===== config.mk =====
export PLATFORM = sky130hd
export DESIGN_NAME = ps_cfg_host
export DESIGN_NICKNAME = d
export VERILOG_FILES = /design/src/rtl/ps_cfg_host.sv
export SDC_FILE = /design/constraint.sdc
export NUM_CORES = 1
export LEC_CHECK = 0
export ABC_CLOCK_PERIOD_IN_PS = 6100
export BUFFER_PORTS_ARGS = -buffer_cell sky130_fd_sc_hd__buf_2
export CELL_PAD_IN_SITES_DETAIL_PLACEMENT = 1
export CELL_PAD_IN_SITES_GLOBAL_PLACEMENT = 1
export CORE_ASPECT_RATIO = 0.6
export CORE_UTILIZATION = 48
export CTS_BUF_LIST = sky130_fd_sc_hd__clkbuf_4 sky130_fd_sc_hd__clkbuf_8 sky130_fd_sc_hd__clkbuf_16
export DETAILED_ROUTE_END_ITERATION = 16
export HOLD_SLACK_MARGIN = 0.08
export PLACE_DENSITY = 0.83
export SLEW_MARGIN = 20
export SYNTH_ARGS = -nofsm -noshare
export SYNTH_HDL_FRONTEND = slang
export SYNTH_SLANG_ARGS = --single-unit
export TNS_END_PERCENT = 10

===== constraint.sdc =====
create_clock -name clk -period 6.1 [get_ports clk]
set_clock_uncertainty 0.15 [all_clocks]
set_input_delay 0.61 -clock clk [delete_from_list [all_inputs] [get_ports clk]]
set_output_delay 0.61 -clock clk [all_outputs]
set_load 0.01 [all_outputs]

===== src/rtl/ps_cfg_host.sv =====
module ps_cfg_host #(
  parameter int REQ_LOW_CYC     = 50,
  parameter int STATUS_WAIT_CYC = 23000,
  parameter int HALF_CYC        = 2,
  parameter int FLUSH_CLKS      = 64
) (
  input  logic       clk,
  input  logic       rst_n,
  input  logic       start,
  input  logic [7:0] byte_data,
  input  logic       byte_valid,
  input  logic       byte_last,
  output logic       byte_ready,
  input  logic       cfg_status_n,
  input  logic       cfg_done,
  output logic       cfg_req_n,
  output logic       cfg_dclk,
  output logic       cfg_data,
  output logic       busy,
  output logic       done,
  output logic       error,
  output logic [2:0] err_code
);

  localparam int WAIT_MAX = (REQ_LOW_CYC > STATUS_WAIT_CYC) ? REQ_LOW_CYC : STATUS_WAIT_CYC;
  localparam int CW = $clog2(WAIT_MAX + 1);
  localparam int PW = $clog2(HALF_CYC + 1);
  localparam int FW = $clog2(FLUSH_CLKS + 1);
  localparam logic [CW-1:0] REQ_END  = CW'(REQ_LOW_CYC - 1);
  localparam logic [CW-1:0] WAIT_END = CW'(STATUS_WAIT_CYC - 1);
  localparam logic [PW-1:0] PH_END   = PW'(HALF_CYC - 1);
  localparam logic [FW-1:0] FL_END   = FW'(FLUSH_CLKS - 1);

  localparam logic [2:0] E_NONE = 3'd0, E_NOACK = 3'd1, E_WAIT = 3'd2,
                         E_LOST = 3'd3, E_DONE = 3'd4;

  typedef enum logic [2:0] {S_IDLE, S_REQ, S_WAIT, S_SHIFT, S_FLUSH, S_OK, S_FAIL} st_t;

  st_t           st;
  logic [CW-1:0] cnt;
  logic [PW-1:0] ph;
  logic [FW-1:0] fl_n;
  logic [3:0]    nbits;
  logic [7:0]    sreg;
  logic          last_q, dclk_q;
  logic [2:0]    err_q;
  logic          st_m, st_s, dn_m, dn_s;

  wire ph_end = (ph == PH_END);

  always_ff @(posedge clk) begin
    if (!rst_n) begin
      st_m <= 1'b0; st_s <= 1'b0; dn_m <= 1'b0; dn_s <= 1'b0;
    end else begin
      st_m <= cfg_status_n; st_s <= st_m;
      dn_m <= cfg_done;     dn_s <= dn_m;
    end
  end

  always_ff @(posedge clk) begin
    if (!rst_n) begin
      st     <= S_IDLE;
      cnt    <= '0;
      ph     <= '0;
      fl_n   <= '0;
      nbits  <= '0;
      sreg   <= '0;
      last_q <= 1'b0;
      dclk_q <= 1'b0;
      err_q  <= E_NONE;
    end else begin
      case (st)
        S_IDLE, S_OK, S_FAIL: begin
          if (start) begin
            st     <= S_REQ;
            cnt    <= '0;
            err_q  <= E_NONE;
            sreg   <= '0;
            nbits  <= '0;
            dclk_q <= 1'b0;
          end
        end
        S_REQ: begin
          if (cnt == REQ_END) begin
            cnt <= '0;
            if (!st_s) st <= S_WAIT;
            else begin st <= S_FAIL; err_q <= E_NOACK; end
          end else cnt <= cnt + 1'b1;
        end
        S_WAIT: begin
          if (st_s) begin
            st     <= S_SHIFT;
            ph     <= '0;
            nbits  <= '0;
            last_q <= 1'b0;
          end else if (cnt == WAIT_END) begin
            st    <= S_FAIL;
            err_q <= E_WAIT;
          end else cnt <= cnt + 1'b1;
        end
        S_SHIFT: begin
          if (!st_s) begin
            st <= S_FAIL; err_q <= E_LOST;
            dclk_q <= 1'b0; sreg <= '0; nbits <= '0;
          end else if (nbits == 4'd0) begin
            if (byte_valid) begin
              sreg   <= byte_data;
              nbits  <= 4'd8;
              last_q <= byte_last;
              ph     <= '0;
            end
          end else if (ph_end) begin
            ph <= '0;
            if (!dclk_q) dclk_q <= 1'b1;
            else begin
              dclk_q <= 1'b0;
              sreg   <= {1'b0, sreg[7:1]};
              nbits  <= nbits - 4'd1;
              if (nbits == 4'd1 && last_q) begin
                st   <= S_FLUSH;
                fl_n <= '0;
              end
            end
          end else ph <= ph + 1'b1;
        end
        S_FLUSH: begin
          if (!st_s) begin
            st <= S_FAIL; err_q <= E_LOST; dclk_q <= 1'b0;
          end else if (dn_s && !dclk_q) begin
            st <= S_OK;
          end else if (ph_end) begin
            ph <= '0;
            if (!dclk_q) dclk_q <= 1'b1;
            else begin
              dclk_q <= 1'b0;
              if (fl_n == FL_END) begin
                if (dn_s) st <= S_OK;
                else begin st <= S_FAIL; err_q <= E_DONE; end
              end else fl_n <= fl_n + 1'b1;
            end
          end else ph <= ph + 1'b1;
        end
        default: st <= S_IDLE;
      endcase
    end
  end

  assign byte_ready = (st == S_SHIFT) && (nbits == 4'd0) && st_s;
  assign cfg_req_n  = (st != S_REQ);
  assign cfg_dclk   = dclk_q;
  assign cfg_data   = sreg[0];
  assign busy       = (st == S_REQ) || (st == S_WAIT) || (st == S_SHIFT) || (st == S_FLUSH);
  assign done       = (st == S_OK);
  assign error      = (st == S_FAIL);
  assign err_code   = err_q;

endmodule


==> run metrics <==
syn_area_per_cell 8.138 um^2; Final min period 3139 ps; Rel. slew slack 48.31%; first-pass GRT wire length 12540 um; area grow syn2layout 8.662%; final setup fails 0; wire length per cell 17.38 um; Reg-to-Reg Start st[2]; Yosys top cell by area dfxtp_1; # DRC 0; RSZ-0062 raised after global routing false; sequential cell area 960.9 um^2; initial antenna violation count 0; status finished clean; commonest non-fill, non-tap cell in the layout nand2_1; setup TNS 0 ps; synthesized net count 376; Worst Path Required 5340 ps; WL final 7771 um; sequential share of the synthesized area 33.26%; EDFF count, synth 0; total power 0.001063 W; CP peak stage delay 840 ps; Synth Instances 355; critical path fanouts, max 22; worst min-delay path class flop to flop; Max VDD drop 0.0001475 V; Post CTS Setup Buffer Count 0; worst slew pin tran 774.3 ps; slowest CP cell dfxtp_1; Top FF cell, synth dfxtp_1; WP data arrival 2380 ps; Hold Path Origin st_m; total clock sinks 48; Initial Utilization 50.90%; fin crit share 51.46%; count of routing violations after the opening detailed-route iteration 151; Clock Tree Buf Depth 2; Fill cells 703; Mapped Area 0.002889 mm^2; Detailed Routing Iterations Pass 1 5; clk_lat worst skew 310 ps; Ports 25; post-DR vias/cell 5.857; Post-DRT Antenna Nets 0; synth warn 0; Hold Fails Final Rpt 0; H-tree depth 2; Core Rows 21; largest net degree at the start of global routing 40; commonest non-fill, non-tap cells in the layout nand2_1, dfxtp_1, nor2_1; cells along the critical path inv_2 > or3_1 > nor2_1 > buf_2; layout cells sized above 1 13.62%; post-route cell area 0.003139 mm^2; core region area 0.005675 mm^2; CP Launch Point st[0]; PD cells 338.5 mW/mm^2; max cap viols 0; antenna cell count 0; Worst Setup Start Kind flop; Core Util, Final 55.31%; footprint of the multi-input gates 0.001795 mm^2; # hold bufs at CTS 0; Async S/R FF share, synth 0%; total CTS buffers 5; Crit Path Class flop to output port; GRT Util Overall 26.67%; Area contributors post-synth dfxtp_1, nand2_1, nor2_1, a21boi_0, xor2_1; area fraction of the dominant cell type after synthesis 33.26%; Max Slew Vio Count 0; vias after detailed routing 2618; grt total ovfl 0; hpwl dp 5832 um; Max Fclk 318.5 MHz; synthesized flop and latch total 48; Leak Pwr 1.145 nW; synth unique cells 63; CTS tree done; Root Buffer clkbuf_8; CTS resizes 0; buffers and inverters on the worst path 2; Crit. End Element output port; Placed Area 0.003014 mm^2; die outline height 62.10 um; GPL Wtd Cong 0.8653; Layout Nets 387; die width 102.2 um; vias in the first global route 2461; full die area 0.006343 mm^2; PortBufs 24; clock transition at the registers of the reported paths 100 ps; family with the most delay on the worst path simple AND/OR/NAND/NOR gates
==> path summary, 6_finish.rpt <==
kind / cells past startpoint / to / slack [ps]
setup / recovery: 4 / byte_ready / 2960
hold / removal: 1 / st_s / 290
setup reg to reg: 6 / fl_n[4] / 3020
hold reg to reg: 1 / st_s / 290
==> report_power, final <==
group / total (W) / internal, W / switching (W)
Clock: 0.000250 / 0.000134 / 0.000116
Combinational: 0.000422 / 0.000158 / 0.000264
Sequential: 0.000390 / 0.000333 / 0.0000576
==> through the flow <==
step                      cells  hold slack (ps)  worst slack (ps)
after CTS                   447            294.9              2973
after detailed placement    439            271.9              3044
final                       447            292.9              2961
after global placement      439            268.2              3227
after global routing        447            319.4              2800
after floorplan             355            256.8              3725
==> cell families (layout without fill, tap and decap cells) <==
family | Yosys count | after routing | share of synthesized area (%)
fa+ha+maj | 8 | 8 | 3.291
buf+inv | 31 | 43 | 4.721
mux | 3 | 3 | 1.039
compound gates | 84 | 84 | 21.09
simple gates | 166 | 166 | 32.05
flops | 48 | 48 | 33.26
xor+xnor | 15 | 15 | 4.548
==> final cells by class <==
type                       count  share of cell area, %
multi-input combinational    276                  57.19
sequential                    48                  30.61
timing repair buffer          24                  3.826
tap                           80                  3.189
clock buffer                   6                  2.631
inverter                      11                  1.315
clock inverter                 2                  1.236
==> cells in the mapped netlist, types with 3 or more instances <==
library cell and instances:
o211a_1 4, buf_2 7, and2_1 7, ha_1 6, a211oi_1 3, a21boi_0 13
nor3_1 6, or3_1 7, nand4b_1 3, a21oi_1 14, nand4_1 7, xnor2_1 6
o21ai_0 14, a21boi_1 4, or4_1 4, nor2_1 27, mux2i_1 3, o211ai_1 5
nand2b_1 5, clkbuf_1 11, xor2_1 9, and3_1 5, nand3_1 12, dfxtp_1 48
inv_1 10, nor2b_1 5, nand2_1 55, a211o_1 8
==> per-layer routing <==
| layer | wire length [um] | vias to the layer above | GRT usage [%] |
|---|---|---|---|
| met4 | 43 | 0 | 6.122 |
| met1 | 4145 | 1279 | 40.77 |
| met3 | 465 | 5 | 5.369 |
| li1 | - | 1285 | - |
| met5 | 0 | - | 0 |
| met2 | 3116 | 49 | 38.16 |
==> registers in the layout, indices dropped and copies added, names as in the netlist <==
| signal | cells |
|---|---|
| cfg_dclk | 1 |
| dn_m | 1 |
| st_s | 1 |
| last_q | 1 |
| cnt | 15 |
| ph | 2 |
| dn_s | 1 |
| st | 3 |
| err_code | 3 |
| fl_n | 7 |
| nbits | 4 |
| sreg | 8 |
| st_m | 1 |
(Power assumes the default switching activity.)
